==> src/rtl/snprty_pkg.sv <==
package snprty_pkg;

   // Sequencer phases of one snooped address tenure
   typedef enum logic [2:0] {
      ST_IDLE  = 3'd0,   // waiting for a transfer start
      ST_LATCH = 3'd1,   // snoop verdict is sampled at the end of this cycle
      ST_HOLD  = 3'd2,   // retry driven low
      ST_GAP   = 3'd3,   // released, pad undriven
      ST_PRE   = 3'd4    // precharge: pad driven high
   } snp_st_e;

   // Pad control pair
   typedef struct packed {
      logic oe;
      logic dat;
   } pad_t;

   function automatic int unsigned cnt_width(input int unsigned len);
      return (len > 1) ? $clog2(len) : 1;
   endfunction

endpackage

==> src/rtl/snprty_span_timer.sv <==
module snprty_span_timer #(
   parameter int unsigned LEN = 1
) (
   input  logic clk,
   input  logic rst,
   input  logic run,
   output logic last
);
   localparam int unsigned CW = snprty_pkg::cnt_width(LEN);
   localparam logic [CW-1:0] LAST_VAL = CW'(LEN - 1);

   logic [CW-1:0] cnt_q;

   // Counts the cycles spent in one phase; restarts whenever the phase is left
   always_ff @(posedge clk) begin
      if (rst || !run) begin
         cnt_q <= '0;
      end else if (!last) begin
         cnt_q <= cnt_q + 1'b1;
      end
   end

   assign last = run && (cnt_q == LAST_VAL);

endmodule

==> src/rtl/snprty_fsm.sv <==
module snprty_fsm
   import snprty_pkg::*;
(
   input  logic    clk,
   input  logic    rst,
   input  logic    ts_i,
   input  logic    aack_i,
   input  logic    retry_req_i,
   input  logic    copyback_i,
   input  logic    pre_off_i,
   input  logic    pre_avail,
   input  logic    gap_last,
   input  logic    pre_last,
   output snp_st_e st_q,
   output logic    br_o
);
   snp_st_e st_d;
   logic    ack_q, ack_d;   // acknowledge already seen for this tenure
   logic    cb_q, cb_d;     // copy-back owed in the snoop window

   always_comb begin
      st_d  = st_q;
      ack_d = ack_q;
      cb_d  = cb_q;
      unique case (st_q)
         ST_IDLE: begin
            ack_d = 1'b0;
            cb_d  = 1'b0;
            if (ts_i) st_d = ST_LATCH;
         end
         ST_LATCH: begin
            if (retry_req_i) begin
               st_d  = ST_HOLD;
               ack_d = aack_i;
               cb_d  = copyback_i;
            end else begin
               st_d = ST_IDLE;
            end
         end
         ST_HOLD: begin
            if (ack_q) st_d = ST_GAP;
            else if (aack_i) ack_d = 1'b1;
         end
         ST_GAP: begin
            cb_d = 1'b0;
            if (gap_last) begin
               st_d = (pre_avail && !pre_off_i) ? ST_PRE : ST_IDLE;
            end
         end
         ST_PRE: begin
            if (pre_last) st_d = ST_IDLE;
         end
         default: st_d = ST_IDLE;
      endcase
   end

   always_ff @(posedge clk) begin
      if (rst) begin
         st_q  <= ST_IDLE;
         ack_q <= 1'b0;
         cb_q  <= 1'b0;
      end else begin
         st_q  <= st_d;
         ack_q <= ack_d;
         cb_q  <= cb_d;
      end
   end

   // Bus request only in the first gap cycle, i.e. two cycles after acknowledge
   assign br_o = (st_q == ST_GAP) && cb_q;

endmodule

==> src/rtl/snprty_pad_drive.sv <==
module snprty_pad_drive
   import snprty_pkg::*;
#(
   parameter bit IDLE_DAT = 1'b1
) (
   input  snp_st_e st,
   output pad_t    pad
);
   always_comb begin
      pad.oe  = 1'b0;
      pad.dat = IDLE_DAT;
      unique case (st)
         ST_HOLD: begin
            pad.oe  = 1'b1;
            pad.dat = 1'b0;
         end
         ST_PRE: begin
            pad.oe  = 1'b1;
            pad.dat = 1'b1;
         end
         default: begin
            pad.oe  = 1'b0;
            pad.dat = IDLE_DAT;
         end
      endcase
   end
endmodule

==> src/rtl/snoop_retry_seq.sv <==
module snoop_retry_seq
   import snprty_pkg::*;
#(
   parameter int unsigned GAP_CYCLES = 1,
   parameter int unsigned PRE_CYCLES = 1,
   parameter bit          IDLE_DAT   = 1'b1
) (
   input  logic clk,
   input  logic rst,
   input  logic ts_i,
   input  logic aack_i,
   input  logic retry_req_i,
   input  logic copyback_i,
   input  logic pre_off_i,
   output logic retry_oe_o,
   output logic retry_dat_o,
   output logic bus_req_o
);
   if (GAP_CYCLES < 1) begin : g_bad_gap
      $error("snoop_retry_seq: GAP_CYCLES must be at least 1");
   end
   if (GAP_CYCLES > 64) begin : g_bad_gap_max
      $error("snoop_retry_seq: GAP_CYCLES too large");
   end
   if (PRE_CYCLES > 64) begin : g_bad_pre_max
      $error("snoop_retry_seq: PRE_CYCLES too large");
   end

   snp_st_e st_q;
   logic    gap_last;
   logic    pre_last;
   logic    pre_avail;
   pad_t    pad;

   snprty_span_timer #(.LEN(GAP_CYCLES)) u_gap_tmr (
      .clk  (clk),
      .rst  (rst),
      .run  (st_q == ST_GAP),
      .last (gap_last)
   );

   // Precharge step is built only when it has a nonzero length
   if (PRE_CYCLES > 0) begin : g_pre
      snprty_span_timer #(.LEN(PRE_CYCLES)) u_pre_tmr (
         .clk  (clk),
         .rst  (rst),
         .run  (st_q == ST_PRE),
         .last (pre_last)
      );
      assign pre_avail = 1'b1;
   end else begin : g_no_pre
      assign pre_last  = 1'b1;
      assign pre_avail = 1'b0;
   end

   snprty_fsm u_fsm (
      .clk         (clk),
      .rst         (rst),
      .ts_i        (ts_i),
      .aack_i      (aack_i),
      .retry_req_i (retry_req_i),
      .copyback_i  (copyback_i),
      .pre_off_i   (pre_off_i),
      .pre_avail   (pre_avail),
      .gap_last    (gap_last),
      .pre_last    (pre_last),
      .st_q        (st_q),
      .br_o        (bus_req_o)
   );

   snprty_pad_drive #(.IDLE_DAT(IDLE_DAT)) u_pad (
      .st  (st_q),
      .pad (pad)
   );

   assign retry_oe_o  = pad.oe;
   assign retry_dat_o = pad.dat;

endmodule

==> config.mk <==
export PLATFORM = sky130hd
export DESIGN_NAME = snoop_retry_seq
export DESIGN_NICKNAME = d
export VERILOG_FILES = /design/src/rtl/snprty_pkg.sv /design/src/rtl/snprty_span_timer.sv /design/src/rtl/snprty_fsm.sv /design/src/rtl/snprty_pad_drive.sv /design/src/rtl/snoop_retry_seq.sv
export SDC_FILE = /design/constraint.sdc
export NUM_CORES = 1
export LEC_CHECK = 0
export BUFFER_PORTS_ARGS = -buffer_cell sky130_fd_sc_hd__buf_2
export CAP_MARGIN = 5
export CELL_PAD_IN_SITES_DETAIL_PLACEMENT = 0
export CELL_PAD_IN_SITES_GLOBAL_PLACEMENT = 1
export CORE_AREA = 3 3 40 42
export CTS_BUF_LIST = sky130_fd_sc_hd__clkbuf_8
export DETAILED_ROUTE_END_ITERATION = 12
export DIE_AREA = 0 0 43 45
export GPL_ROUTABILITY_DRIVEN = 0
export PLACE_DENSITY_LB_ADDON = 0.1
export REMOVE_ABC_BUFFERS = 1
export SETUP_SLACK_MARGIN = 0.02
export SYNTH_ARGS = -nofsm -noshare
export SYNTH_HDL_FRONTEND = slang
export SYNTH_HIERARCHICAL = 1
export SYNTH_SLANG_ARGS = --single-unit
==> constraint.sdc <==
create_clock -name clk -period 1.8 [get_ports clk]
set_input_delay 0.18 -clock clk [delete_from_list [all_inputs] [get_ports clk]]
set_output_delay 0.18 -clock clk [all_outputs]
set_load 0.02 [all_outputs]
Yosys cells after proc, flatten, opt, wreduce, memory -nomap -nowiden
Index checks and enable logic that the tools add are counted.
{ "word_totals": {"out_inout_bits": 3, "reg_bits": 7} }
{ "classes": {"reduce_logical": 14, "mux": 14, "n_bitwise": 2, "n_addsub": 2, "n_eq_ne": 9} }
{ "ops": {"columns": ["op", "count"], "rows": [
  ["2-to-1 mux 3 bit", 5],
  ["case mux 3 bit (5 select lines)", 1],
  ["!= test 2 bit, second input constant", 4],
  ["== test 3 x 2 -> 1 bit, second input constant", 2],
  ["2-to-1 mux 1 bit", 4],
  ["case mux 2 bit (2 select lines)", 1],
  ["AND reduction 2 bit", 2],
  ["AND reduction 4 bit", 1],
  ["== test 3 x 1 -> 1 bit, second input constant", 1],
  ["== test 3 bit, second input constant", 1],
  ["logical AND 1 bit", 3],
  ["zero test 3 bit", 1],
  ["case mux 1 bit (3 select lines)", 1],
  ["nonzero test 3 bit", 1],
  ["adder 1 bit, second input constant", 2],
  ["zero test 1 bit", 2],
  ["logical OR 1 bit", 2],
  ["2-to-1 mux 2 bit", 1],
  ["!= test 2 x 1 -> 1 bit, second input constant", 1],
  ["inverter 1 bit", 2],
  ["case mux 1 bit (2 select lines)", 1],
  ["nonzero test 2 bit", 1],
  ["OR reduction 2 bit", 1]
]} }

Logic depth before layout (Yosys ltp)
{ "logic_depth": {"ltp_word": 4, "depth_mapped": 5, "mapped_depth_nobuf": 5} }

Hierarchy
The synthesis kept the hierarchy.
{ "by_module_without_submodules": {"columns": ["mod", "n_inst", "seq_area_each_um2", "cells_each", "area_per_inst_um2"], "rows": [
  ["snprty_fsm", 1, 100.1, 34, 320.3],
  ["snprty_span_timer", 2, 20.0, 3, 37.5],
  ["snoop_retry_seq", 1, 0.0, 3, 25.0],
  ["snprty_pad_drive", 1, 0.0, 3, 21.3]
]} }

Worst setup path after synthesis
OpenSTA, ideal clock, no wires.
{ "synth_timing": {"path_type": "register to register", "start": "register u_fsm.st_q[2]", "end": "register u_fsm.st_q[2]", "arrival_ns": 1.158, "required_time_ns": 1.685, "setup_time_ns": 0.115, "path_slack_ns": 0.527, "stages_incl_launch_ff": 6, "period_less_slack_ns": 1.273, "n_path_buf": 0, "path_cell_list": "dfxtp_1 and3b_1 nor2b_4 and3b_1 a31oi_1 nor2_1"} }
{ "synth_via": {"elab_chain_cells": 4} }
{ "synth_rtl": {"columns": ["element", "line_no", "rtl"], "rows": [
  ["from (decl)", "snprty_fsm.sv:14", "output snp_st_e st_q,"],
  ["from (signal assigned)", "snprty_fsm.sv:63", "st_q <= st_d;"],
  ["== test 3 x 2 -> 1 bit", "snoop_retry_seq.sv:38", ".run (st_q == ST_GAP),"],
  ["logical AND 1 bit", "snprty_span_timer.sv:23", "assign last = run && (cnt_q == LAST_VAL);"],
  ["via gap_last", "snoop_retry_seq.sv:30", "logic gap_last;"],
  ["!= test 2 bit (no line)", null, null],
  ["AND reduction 4 bit (no line)", null, null]
]} }
The timed path passes the listed nets, and every way through them passes these cells.
A chain may end at the register's enable or synchronous reset.

Final worst setup path
{ "layout_timing": {"start": "register u_fsm.st_q[1]", "end": "output retry_dat_o"} }
{ "layout_via": {"elab_chain_cells": 2} }
{ "layout_rtl": {"columns": ["element", "line_no", "rtl"], "rows": [
  ["== test 3 bit or == test 3 x 2 -> 1 bit (tied branches)", "snprty_pad_drive.sv:12", "unique case (st)"],
  ["case mux 2 bit (2 select lines) *", "snprty_pad_drive.sv:12", null],
  ["to (decl)", "snoop_retry_seq.sv:16", "output logic retry_dat_o,"]
]} }
Mark *: on every way between the ends. The rest lies on a longest branch, timed or not.

==> results.yml <==
finish:
  drive_gt1_share_pct: 40.7
  num-fill-cells: 135
  layout.nets: 67
  final_area_sq_um: 543
  diodes: 0
  synthToLayoutAreaGrowth_pct: 22.9
die:
  start_util_pct: 34.4
  fp-row-count: 13
  die_w_microns: 43
  core_area_sq_mm: 0.00128
  die_y_microns: 45
  dieArea_sq_mm: 0.00194
  io_pins: 10
grt:
  grt_pass1_wl_mm: 1.44
  antenna_found_initial: 0
  globalRouteTotalUtil_pct: 10.8
  overflow: 0
  grt_max_degree: 12
  grt_pass1_vias: 328
synthesis:
  syn_area_per_cell_sq_um: 9.60
  synth_warnings: 6
  synth_area_sq_um: 442
  synth_cell_type_count: 26
  synth_top_family_by_area: "simple AND/OR/NAND/NOR gates"
  synthCells: 46
  synthMuxAreaShare_pct: 2.27
  synth-adder-area-share_pct: 0
  synth-seq-cells: 7
  synthSimpleGateAreaFrac_pct: 35.7
  synth_compound_area_share_pct: 17.3
  synth_xor_area_share_pct: 1.98
  seq_area_frac_synth_pct: 31.7
cts:
  cts.clk_slew.worst_paths_ns: 0.04
  root_buffer: "clkbuf_8"
  clkLatencyLatePin_ns: 0.23
  cts.sinks: 7
  cts_tree: "yes"
  post-cts-setup-buffers: 0
  holdBufCountCts: 0
  h-tree-depth: 1
  numCtsBuffers: 3
  ctsResizeCount: 0
  clk_path_buf_depth: 2
worst_setup_path:
  cp.arrival_ns: 1.32
  path_class: "flop to output pin"
  cp-start-kind: "flop"
  r2r_slack_ns: 0.39
  crit_path_end_kind: "output pin"
  cp_max_fo: 10
  worstPathRequired_ns: 1.62
timing:
  drv_slew: 0
  max_freq_mhz: 669
  clock_skew_ns: 0.00354
  setup_viol: 0
  tns_ns: 0
  hold_violations: 0
  min_period_over_period_pct: 83.1
  post-route-min-period_ns: 1.50
  rsz0062_at_grt: "no"
power_and_ir_drop:
  finalPower_mw: 0.443
  ir_worst_vdd_mv: 0.407
  p_leak_nw: 0.228
  power_density_mw_per_mm2: 816
routing:
  drt_wl_total_microns: 892
  routed_via_density: 4.73
  vias: 350
  post-route-drc-count: 0
  initialDrtViolationCount: 8
  drt.antenna.violating_nets: 0
  wire_per_inst_microns: 12.1
  drt_pass1_iterations: 4
placed_design:
  hpwl_microns: 670
  post_dp_cell_area_sq_um: 498
  port-buffer-count: 9
hold_path:
  hold_path_class: "primary input to flop"
run_status:
  status: "complete, no violations"
job:
  drv_cap: 0
==> logic make-up after synthesis <==
group,Yosys count
compound gates,10
xor+xnor,1
buf+inv,6
flops,7
mux,1
other cells,3
simple gates,18
==> power breakdown <==
part | switching, mW | internal, mW
clock | 0.0703 | 0.148
combinational | 0.0261 | 0.0269
sequential | 0.00993 | 0.162
==> per-stage QoR <==
| stage | hold slack, ns | setup WS (ns) | util [%] | std cells |
|---|---|---|---|---|
| global placement | 0.438 | 0.443 | 38.8 | 70 |
| CTS | 0.203 | 0.288 | 42.3 | 74 |
| detailed placement | 0.444 | 0.399 | 38.8 | 70 |
| finish | 0.205 | 0.305 | 42.3 | 74 |
| global route | 0.209 | 0.209 | 42.3 | 74 |
| floorplan | 0.246 | 0.495 | - | 44 |
==> layout by cell type (no fill, tap or decap), drive strengths merged, types with 3 or more instances in the layout <==
master  count
nor2b       4
nor2        3
inv         5
buf        11
dfxtp       7
clkbuf      3
conb        3
==> worst paths after layout <==
check                              startpoint            end  cells past startpoint
worst max-delay path            u_fsm/st_q[1]    retry_dat_o                      2
worst min-delay path                      rst    u_fsm/ack_q                      2
worst max register to register  u_fsm/st_q[2]  u_fsm/st_q[2]                      5
worst min register to register    u_fsm/ack_q    u_fsm/ack_q                      2
==> critical path, cell delays in order, from the launching register on <==
cell and delay (ns):
dfxtp_1 0.53, or3b_1 0.39, buf_2 0.17
==> cell type report <==
type	instances	area [sq um]	area share [%]
Clock buffer	3	41.3	7.60
Tap cell	15	18.8	3.46
Inverter	4	15.0	2.76
Multi-Input combinational cell	33	264	48.6
Clock inverter	1	3.75	0.691
Timing Repair Buffer	11	60.1	11.1
Sequential cell	7	140	25.8
==> sequential cells by signal, indices dropped and copies added (netlist names) <==
register,count
u_gap_tmr/cnt_q,1
g_pre.u_pre_tmr/cnt_q,1
u_fsm/st_q,3
u_fsm/cb_q,1
u_fsm/ack_q,1
==> synth_stat cells <==
library cell | n | area (sq um)
a22oi_1 | 1 | 7.51
nor2_1 | 3 | 11.3
o21ai_2 | 1 | 8.76
and2b_2 | 1 | 8.76
a31oi_1 | 1 | 6.26
xnor2_1 | 1 | 8.76
buf_6 | 2 | 22.5
nor3b_2 | 1 | 12.5
nand2_1 | 2 | 7.51
o211ai_1 | 1 | 7.51
nor2b_4 | 4 | 55.1
a21oi_1 | 2 | 10.0
a221oi_2 | 1 | 15.0
or3b_1 | 1 | 8.76
and3_1 | 1 | 6.26
dfxtp_1 | 7 | 140
nor4b_2 | 1 | 15.0
inv_1 | 4 | 15.0
o22a_1 | 1 | 8.76
nor3_2 | 1 | 10.0
mux2i_1 | 1 | 10.0
a211oi_1 | 1 | 7.51
conb_1 | 3 | 11.3
and3b_1 | 2 | 17.5
o21ai_0 | 1 | 5.00
nor3_1 | 1 | 5.00
==> layer usage <==
| metal | share of wire (%) | GRT usage, % |
|---|---|---|
| met1 | 42 | 10.6 |
| met2 | 45 | 17.4 |
| met3 | 9.4 | 3.98 |
| met4 | 3.8 | 10.8 |
| met5 | 0 | 0 |
No activity file was read; power rests on OpenSTA's default activity.
